--- src/rtl/dir_pkg.sv ---
// Shared encodings for the directory controller.
// Assumes: message and request codes are fixed by the network interface.
package dir_pkg;
    typedef enum logic [1:0] {
        ST_UNUSED = 2'b00,
        ST_SHARED = 2'b01,
        ST_EXCL   = 2'b10
    } line_st_t;

    typedef enum logic [1:0] {
        MSG_GRANT = 2'b00,
        MSG_SHARE = 2'b01,
        MSG_FWD   = 2'b10,
        MSG_INV   = 2'b11
    } msg_t;

    typedef enum logic [2:0] {
        FS_IDLE  = 3'd0,
        FS_SHARE = 3'd1,
        FS_INV   = 3'd2,
        FS_GRANT = 3'd3,
        FS_FWD   = 3'd4
    } fsm_t;
endpackage

--- src/rtl/dir_store.sv ---
// Directory entry and line data storage, one combinational read port and
// one entry write port plus one data write port.
// Assumes: a single client; writes take effect at the next clock edge.
module dir_store
    import dir_pkg::*;
#(
    parameter int LINES  = 16,
    parameter int NODES  = 8,
    parameter int PTRS   = 4,
    parameter int DATA_W = 32,
    localparam int NODE_W = $clog2(NODES),
    localparam int LINE_W = $clog2(LINES)
) (
    input  logic                           clk,
    input  logic                           rst_n,
    input  logic [LINE_W-1:0]              rd_line,
    output line_st_t                       rd_st,
    output logic                           rd_dirty,
    output logic                           rd_ovf,
    output logic [PTRS-1:0]                rd_pv,
    output logic [PTRS-1:0][NODE_W-1:0]    rd_ptr,
    output logic [DATA_W-1:0]              rd_data,
    input  logic                           we,
    input  logic [LINE_W-1:0]              wr_line,
    input  line_st_t                       wr_st,
    input  logic                           wr_dirty,
    input  logic                           wr_ovf,
    input  logic [PTRS-1:0]                wr_pv,
    input  logic [PTRS-1:0][NODE_W-1:0]    wr_ptr,
    input  logic                           dwe,
    input  logic [DATA_W-1:0]              dwr_data
);
    line_st_t                     st_q    [LINES];
    logic                         dirty_q [LINES];
    logic                         ovf_q   [LINES];
    logic [PTRS-1:0]              pv_q    [LINES];
    logic [PTRS-1:0][NODE_W-1:0]  ptr_q   [LINES];
    logic [DATA_W-1:0]            data_q  [LINES];

    // Read port: present the addressed entry and data.
    always_comb begin
        rd_st    = st_q[rd_line];
        rd_dirty = dirty_q[rd_line];
        rd_ovf   = ovf_q[rd_line];
        rd_pv    = pv_q[rd_line];
        rd_ptr   = ptr_q[rd_line];
        rd_data  = data_q[rd_line];
    end

    // Entry and data update; reset empties every entry.
    always_ff @(posedge clk) begin
        if (!rst_n) begin
            for (int i = 0; i < LINES; i++) begin
                st_q[i]    <= ST_UNUSED;
                dirty_q[i] <= 1'b0;
                ovf_q[i]   <= 1'b0;
                pv_q[i]    <= '0;
                ptr_q[i]   <= '0;
                data_q[i]  <= '0;
            end
        end else begin
            if (we) begin
                st_q[wr_line]    <= wr_st;
                dirty_q[wr_line] <= wr_dirty;
                ovf_q[wr_line]   <= wr_ovf;
                pv_q[wr_line]    <= wr_pv;
                ptr_q[wr_line]   <= wr_ptr;
            end
            if (dwe) begin
                data_q[wr_line] <= dwr_data;
            end
        end
    end
endmodule

--- src/rtl/dir_ptr_scan.sv ---
// Pointer scanner: lowest set slot of a selection mask, lowest free slot of
// the valid mask, and per-slot match of a node against valid pointers.
// Assumes: PTRS >= 2.
module dir_ptr_scan #(
    parameter int PTRS   = 4,
    parameter int NODE_W = 3,
    localparam int IDX_W = $clog2(PTRS)
) (
    input  logic [PTRS-1:0]              sel_mask,
    input  logic [PTRS-1:0]              valid_mask,
    input  logic [PTRS-1:0][NODE_W-1:0]  ptrs,
    input  logic [NODE_W-1:0]            node,
    output logic [IDX_W-1:0]             low_idx,
    output logic [IDX_W-1:0]             free_idx,
    output logic                         free_any,
    output logic [PTRS-1:0]              hit_vec
);
    // Priority search from the top so the lowest index wins.
    always_comb begin
        low_idx  = '0;
        free_idx = '0;
        free_any = 1'b0;
        for (int i = PTRS - 1; i >= 0; i--) begin
            if (sel_mask[i]) low_idx = IDX_W'(i);
            if (!valid_mask[i]) begin
                free_idx = IDX_W'(i);
                free_any = 1'b1;
            end
        end
    end

    // One comparator per pointer slot.
    for (genvar g = 0; g < PTRS; g++) begin : g_hit
        assign hit_vec[g] = valid_mask[g] && (ptrs[g] == node);
    end
endmodule

--- src/rtl/dir_ctrl.sv ---
// Home-node limited-pointer directory controller. Accepts one request at a
// time, emits its messages one per handshake, commits the entry update with
// the final grant, and traps to software on pointer overflow.
// Assumes: PTRS >= 2, DATA_W >= log2(NODES), one outstanding trap at a time.
module dir_ctrl
    import dir_pkg::*;
#(
    parameter int NODES  = 8,
    parameter int LINES  = 16,
    parameter int PTRS   = 4,
    parameter int DATA_W = 32,
    localparam int NODE_W = $clog2(NODES),
    localparam int LINE_W = $clog2(LINES),
    localparam int IDX_W  = $clog2(PTRS)
) (
    input  logic              clk,
    input  logic              rst_n,
    input  logic              req_valid,
    output logic              req_ready,
    input  logic [1:0]        req_kind,
    input  logic [NODE_W-1:0] req_node,
    input  logic [LINE_W-1:0] req_line,
    input  logic [DATA_W-1:0] req_data,
    output logic              msg_valid,
    input  logic              msg_ready,
    output logic [1:0]        msg_type,
    output logic [NODE_W-1:0] msg_dest,
    output logic [LINE_W-1:0] msg_line,
    output logic [DATA_W-1:0] msg_data,
    output logic              trap_valid,
    output logic [LINE_W-1:0] trap_line,
    output logic [NODE_W-1:0] trap_node,
    input  logic              trap_ack
);
    fsm_t                        fsm_q;
    logic [NODE_W-1:0]           cur_node_q;
    logic [LINE_W-1:0]           cur_line_q;
    line_st_t                    w_st_q;
    logic                        w_dirty_q, w_ovf_q;
    logic [PTRS-1:0]             w_pv_q, inv_q;
    logic [PTRS-1:0][NODE_W-1:0] w_ptr_q, old_ptr_q;
    logic [NODE_W-1:0]           dest_q;
    logic                        pend_trap_q;
    logic                        trap_q;
    logic [LINE_W-1:0]           trap_line_q;
    logic [NODE_W-1:0]           trap_node_q;

    line_st_t                    rd_st;
    logic                        rd_dirty, rd_ovf;
    logic [PTRS-1:0]             rd_pv;
    logic [PTRS-1:0][NODE_W-1:0] rd_ptr;
    logic [DATA_W-1:0]           rd_data;

    logic                        idle, accept, hit, free_any;
    logic [IDX_W-1:0]            low_idx, free_idx;
    logic [PTRS-1:0]             hit_vec, scan_sel;
    logic [PTRS-1:0][NODE_W-1:0] scan_ptr, ins_ptr;
    logic [PTRS-1:0]             ins_pv;

    line_st_t                    n_st;
    logic                        n_dirty, n_ovf, d_trap;
    logic [PTRS-1:0]             n_pv, d_inv;
    logic [PTRS-1:0][NODE_W-1:0] n_ptr;
    fsm_t                        d_next;
    logic                        commit, wback;

    assign idle   = (fsm_q == FS_IDLE);
    assign accept = req_valid && req_ready;
    assign wback  = accept && req_kind[1];
    assign commit = (fsm_q == FS_GRANT) && msg_ready;

    dir_store #(.LINES(LINES), .NODES(NODES), .PTRS(PTRS), .DATA_W(DATA_W)) u_store (
        .clk(clk), .rst_n(rst_n),
        .rd_line(idle ? req_line : cur_line_q),
        .rd_st(rd_st), .rd_dirty(rd_dirty), .rd_ovf(rd_ovf),
        .rd_pv(rd_pv), .rd_ptr(rd_ptr), .rd_data(rd_data),
        .we(commit || wback),
        .wr_line(idle ? req_line : cur_line_q),
        .wr_st(idle ? n_st : w_st_q),
        .wr_dirty(idle ? n_dirty : w_dirty_q),
        .wr_ovf(idle ? n_ovf : w_ovf_q),
        .wr_pv(idle ? n_pv : w_pv_q),
        .wr_ptr(idle ? n_ptr : w_ptr_q),
        .dwe(wback), .dwr_data(req_data)
    );

    // Scanner looks at the stored entry when idle, at pending invalidates otherwise.
    assign scan_sel = idle ? rd_pv : inv_q;
    assign scan_ptr = idle ? rd_ptr : old_ptr_q;

    dir_ptr_scan #(.PTRS(PTRS), .NODE_W(NODE_W)) u_scan (
        .sel_mask(scan_sel), .valid_mask(rd_pv), .ptrs(scan_ptr), .node(req_node),
        .low_idx(low_idx), .free_idx(free_idx), .free_any(free_any), .hit_vec(hit_vec)
    );

    assign hit = |hit_vec;

    // Decide the new entry, the message sequence and any trap for the request.
    always_comb begin
        n_st    = rd_st;
        n_dirty = rd_dirty;
        n_ovf   = rd_ovf;
        n_pv    = rd_pv;
        n_ptr   = rd_ptr;
        d_next  = FS_GRANT;
        d_trap  = 1'b0;
        d_inv   = '0;
        ins_pv  = rd_pv | (PTRS'(1) << free_idx);
        ins_ptr = rd_ptr;
        ins_ptr[free_idx] = req_node;
        if (req_kind[1]) begin
            d_next  = FS_IDLE;
            n_dirty = 1'b0;
        end else if (req_kind[0]) begin
            n_st     = ST_EXCL;
            n_dirty  = 1'b1;
            n_ovf    = 1'b0;
            n_pv     = PTRS'(1);
            n_ptr[0] = req_node;
            d_inv    = rd_pv & ~hit_vec;
            d_trap   = rd_ovf;
            d_next   = (|d_inv) ? FS_INV : FS_GRANT;
        end else begin
            case (rd_st)
                ST_EXCL: begin
                    if (hit) begin
                        d_next = FS_GRANT;
                    end else if (rd_dirty) begin
                        d_next = FS_FWD;
                    end else begin
                        d_next = FS_SHARE;
                        n_st   = ST_SHARED;
                        n_pv   = ins_pv;
                        n_ptr  = ins_ptr;
                    end
                end
                ST_SHARED: begin
                    if (!hit && free_any) begin
                        n_pv  = ins_pv;
                        n_ptr = ins_ptr;
                    end else if (!hit) begin
                        n_ovf  = 1'b1;
                        d_trap = 1'b1;
                    end
                end
                default: begin
                    n_st     = ST_EXCL;
                    n_dirty  = 1'b0;
                    n_pv     = PTRS'(1);
                    n_ptr[0] = req_node;
                end
            endcase
        end
    end

    // Stall while busy, and on a pending trap for the same line or a second trap.
    assign req_ready = idle && !(trap_q && (req_line == trap_line_q || d_trap));

    // Sequencer: latch the request, then step through its messages.
    always_ff @(posedge clk) begin
        if (!rst_n) begin
            fsm_q       <= FS_IDLE;
            cur_node_q  <= '0;
            cur_line_q  <= '0;
            w_st_q      <= ST_UNUSED;
            w_dirty_q   <= 1'b0;
            w_ovf_q     <= 1'b0;
            w_pv_q      <= '0;
            w_ptr_q     <= '0;
            old_ptr_q   <= '0;
            inv_q       <= '0;
            dest_q      <= '0;
            pend_trap_q <= 1'b0;
        end else begin
            case (fsm_q)
                FS_IDLE: if (accept) begin
                    cur_node_q  <= req_node;
                    cur_line_q  <= req_line;
                    w_st_q      <= n_st;
                    w_dirty_q   <= n_dirty;
                    w_ovf_q     <= n_ovf;
                    w_pv_q      <= n_pv;
                    w_ptr_q     <= n_ptr;
                    old_ptr_q   <= rd_ptr;
                    inv_q       <= d_inv;
                    dest_q      <= rd_ptr[low_idx];
                    pend_trap_q <= d_trap;
                    fsm_q       <= d_next;
                end
                FS_SHARE: if (msg_ready) fsm_q <= FS_GRANT;
                FS_INV: if (msg_ready) begin
                    inv_q[low_idx] <= 1'b0;
                    if ((inv_q & ~(PTRS'(1) << low_idx)) == '0) fsm_q <= FS_GRANT;
                end
                FS_GRANT: if (msg_ready) fsm_q <= FS_IDLE;
                FS_FWD: if (msg_ready) fsm_q <= FS_IDLE;
                default: fsm_q <= FS_IDLE;
            endcase
        end
    end

    // Trap register: raised with the committing grant, cleared by software.
    always_ff @(posedge clk) begin
        if (!rst_n) begin
            trap_q      <= 1'b0;
            trap_line_q <= '0;
            trap_node_q <= '0;
        end else if (commit && pend_trap_q) begin
            trap_q      <= 1'b1;
            trap_line_q <= cur_line_q;
            trap_node_q <= cur_node_q;
        end else if (trap_ack) begin
            trap_q <= 1'b0;
        end
    end

    // Outgoing message fields by sequencer state.
    always_comb begin
        msg_valid = !idle;
        msg_line  = cur_line_q;
        msg_data  = '0;
        msg_dest  = dest_q;
        msg_type  = MSG_GRANT;
        case (fsm_q)
            FS_SHARE: msg_type = MSG_SHARE;
            FS_INV: begin
                msg_type = MSG_INV;
                msg_dest = old_ptr_q[low_idx];
            end
            FS_FWD: begin
                msg_type = MSG_FWD;
                msg_data = DATA_W'(cur_node_q);
            end
            default: begin
                msg_dest = cur_node_q;
                msg_data = rd_data;
            end
        endcase
    end

    assign trap_valid = trap_q;
    assign trap_line  = trap_line_q;
    assign trap_node  = trap_node_q;
endmodule

--- config.mk ---
export PLATFORM = sky130hd
export DESIGN_NAME = dir_ctrl
export DESIGN_NICKNAME = d
export VERILOG_FILES = /design/src/rtl/dir_pkg.sv /design/src/rtl/dir_store.sv /design/src/rtl/dir_ptr_scan.sv /design/src/rtl/dir_ctrl.sv
export SDC_FILE = /design/constraint.sdc
export NUM_CORES = 2
export LEC_CHECK = 0
export ABC_AREA = 1
export CORE_UTILIZATION = 50
export DETAILED_ROUTE_END_ITERATION = 12
export PLACE_DENSITY_LB_ADDON = 0.08
export SYNTH_ARGS = -nofsm -noshare
export SYNTH_HDL_FRONTEND = slang
export SYNTH_SLANG_ARGS = --single-unit
export TNS_END_PERCENT = 1
--- constraint.sdc ---
create_clock -name clk -period 6.45 [get_ports clk]
set_input_delay 1.29 -clock clk [delete_from_list [all_inputs] [get_ports clk]]
set_output_delay 1.29 -clock clk [all_outputs]
set_load 0.005 [all_outputs]
==> key figures <==
Run status
  • Status: complete, no violations

Floorplanning
  • Initial Utilization: 0.506
  • Die area: 0.0844 mm2
  • Core Area: 0.0822 mm2
  • Num rows: 105
  • Total I/O pin count: 97
  • Die H: 291 um
  • Die X: 291 um

Critical path
  • CP dominant cell by count: nand2_1
  • Worst path cell trace: clkdlybuf4s50_1, nand3_2, nand2_4, nor2_4, buf_12, a22oi_1, nand2_1, nand2_1, nand4_1, inv_1, nand2_1, o21ai_0, nand2_1, nand2_1, inv_1, a21oi_1, o2111ai_1, nand3_1, clkdlybuf4s50_1
  • Worst setup SP type: primary input
  • Critical Path Stages: 19
  • Crit path DAT: 4.94 ns
  • Crit-path leading delay family: buffers and inverters
  • R2R depth: 28
  • Critical path endpoint category: output port
  • Worst path max stage delay: 0.63 ns
  • Slowest stage cell, crit path: clkdlybuf4s50_1
  • Worst endpoint required time: 5.16 ns
  • WP buf/inv: 5
  • Internal reg-to-reg setup slack: 1.15 ns
  • Critical Path Fanout Max: 36
  • Critical Setup Path Class: primary input to output port

Job
  • Number of max-cap violations: 0

Detailed routing
  • Vias: 32,100
  • DR DRC count: 0
  • Avg WL per Cell: 24.7 um
  • TritonRoute pass-1 iters: 6
  • Vias per cell: 5.99
  • Routed WL: 133 mm
  • Initial DRC count: 3,261
  • ANT nets after route: 0

Yosys
  • Seq cells post-synth: 890
  • Syn Area/Cell: 9.86 um2
  • Netlist cell types: 43
  • Number of synthesized flops with an enable pin: 800
  • Synthesized Nets: 4,270
  • Synthesized instance count: 4,221
  • Post-Syn Area: 0.0416 mm2
  • Async SR Flop Fraction: 0
  • Ys Warns: 0
  • Ys flop type: edfxtp_1
  • Seq/Total Area, Yosys: 0.621

Finish
  • Share of layout cells above drive strength 1: 0.0903
  • Area of the multi-input gates: 0.0131 mm2
  • Seq. cell area: 0.0258 mm2
  • Area Growth Syn to Fin: 13.1%
  • # nets final: 4,256
  • # fillers: 7,164
  • Final instance area: 0.0471 mm2

Global routing
  • Total track usage: 0.313
  • Initial antenna violation count: 2
  • Largest net degree at the start of global routing: 117
  • Number of global-route vias before repair: 30,900
  • GRT overflow: 0
  • First-pass GRT wire length: 199 mm

Placement
  • RePlAce Congestion: 0.926
  • Post-DP Area: 0.0439 mm2
  • Dpl hpwl: 78.0 mm
  • I/O Buffers: 96

Clocking
  • CTS max path bufs: 3
  • Hold_buf cts: 0
  • Clock slew at reported path FFs: 0.06 ns
  • TritonCTS buffer count: 96
  • TritonCTS clock tree: done
  • CTS H-Tree Depth: 3
  • Clock sink total: 890
  • CTS root buf: clkbuf_16
  • Worst-Skew Late Latency: 0.68 ns

STA
  • Slew at the pin closest to its max-slew limit: 1.07 ns
  • Slew margin rel.: 0.290
  • WHS: 0.461 ns
  • RSZ-0062 raised after global routing: no
  • Final Hold Vio Count: 0
  • Fin crit share: 0.966
  • Period minus WS final: 6.23 ns
  • Final Slew Violations: 0
  • Max Clock Freq: 160 MHz
  • Fin Clk Skew: 0.0437 ns
  • Setup-failing EPs final: 0

Power
  • Power per cell area: 501 mW/mm2
  • Final Power: 23.6 mW
  • Maximum VDD drop: 401 uV
  • Pleak: 17.8 nW

Worst hold path
  • Hold depth: 2
  • Worst hold path class: flop to flop
-- state kept, by name, summed over array words and instances, names as in the netlist, 4 cells and up --
| signal | flops |
|---|---|
| inv_q | 4 |
| msg_line | 4 |
| old_ptr_q | 12 |
| trap_line | 4 |
| u_store.data_q | 512 |
| u_store.dirty_q | 16 |
| u_store.ovf_q | 16 |
| u_store.ptr_q | 192 |
| u_store.pv_q | 64 |
| u_store.st_q | 32 |
| w_ptr_q | 12 |
| w_pv_q | 4 |
-- Yosys cell counts (all sizes together) (2+ instances only) --
cell	n	area (um2)
nand2	877	3370
edfxtp	800	24000
nor3	516	2580
nor2	434	1710
inv	332	1250
buf	189	1070
o21ai	183	995
nand3	179	918
clkbuf	172	646
o22ai	121	757
dfxtp	90	1800
a22oi	72	541
a21oi	60	300
o221ai	57	499
o22a	56	490
a221oi	28	245
nand4	13	87.6
nand3b	9	67.6
or2	7	43.8
a211oi	5	37.5
o2111ai	5	43.8
xnor2	4	35.0
ha	3	37.5
o41ai	3	26.3
clkinv	2	7.51
o211ai	2	15.0
-- path summary, 6_finish.rpt --
path	startpoint	endpoint
worst max-delay path	req_line[0]	msg_dest[0]
worst max register to register	fsm_q[0]	u_store.ptr_q[4][11]
worst min-delay path	w_st_q[1]	w_st_q[1]
worst min register to register	w_st_q[1]	w_st_q[1]
-- layer usage --
layer / share of wire / track usage
met2: 0.48 / 0.520
met4: 0.049 / 0.148
met3: 0.068 / 0.0385
met1: 0.40 / 0.409
met5: 0.000060 / 0
-- logic make-up (layout without fill, tap and decap cells) --
family	after synthesis	in the layout	synth area share
XOR/XNOR	4	4	0.000842
flip-flops	890	890	0.621
buffers and inverters	695	760	0.0714
adder cells (fa/ha/maj)	3	3	0.000902
other	0	1	0
AND/OR/NAND/NOR	2035	2035	0.211
AO/OA/AOI/OAI	594	594	0.0953
-- report_power, final --
part | switching [mW] | leakage, nW | internal [mW]
clock | 2.32 | 1.55 | 3.27
sequential | 0.169 | 9.00 | 6.71
combinational | 7.89 | 7.29 | 3.23
total | 10.4 | 17.8 | 13.2
-- area by class of cell --
class | instances | area share
Multi-Input combinational cell | 2636 | 0.277
Clock buffer | 126 | 0.0549
Timing Repair Buffer | 249 | 0.0518
Sequential cell | 890 | 0.548
Tap cell | 1070 | 0.0284
Inverter | 334 | 0.0268
Antenna cell | 1 | 0.0000531
Clock inverter | 51 | 0.0122
-- through the flow --
step | setup TNS, ns | util | cells | setup WS [ns]
floorplan | -51.51 | - | 4221 | -0.177
global placement | 0 | 0.534 | 5177 | 0.289
detailed placement | 0 | 0.534 | 5177 | 0.244
CTS | 0 | 0.572 | 5354 | 0.141
global route | 0 | 0.572 | 5356 | 0.0119
finish | 0 | 0.573 | 5357 | 0.217
-- layout by cell type (no fill, tap or decap), types with 60 or more instances in the layout --
master,synthesis,routed
clkbuf_16,0,98
o22ai_1,121,121
clkdlybuf4s50_1,0,95
nand3_1,176,175
buf_4,37,128
a22oi_1,72,72
a21oi_1,60,60
inv_1,325,324
dfxtp_1,90,90
nor2_1,414,412
nor3_1,516,516
nand2_1,853,852
o21ai_0,142,125
edfxtp_1,800,800
-- tightest hold or removal path: cells and delay by family, from the launching register on --
family	cells	cell delay [ns]
buf+inv	1	0.06
flops	1	0.30
compound gates	1	0.06
-- repair_timing --
item / in CTS / in global routing
endpoints found under the setup margin: 5 / 4
cloned: 0 / 1
pin swaps: 0 / 1
gates resized for setup: 1 / 2
buffers inserted: 0 / 1
(Power assumes the default switching activity.)
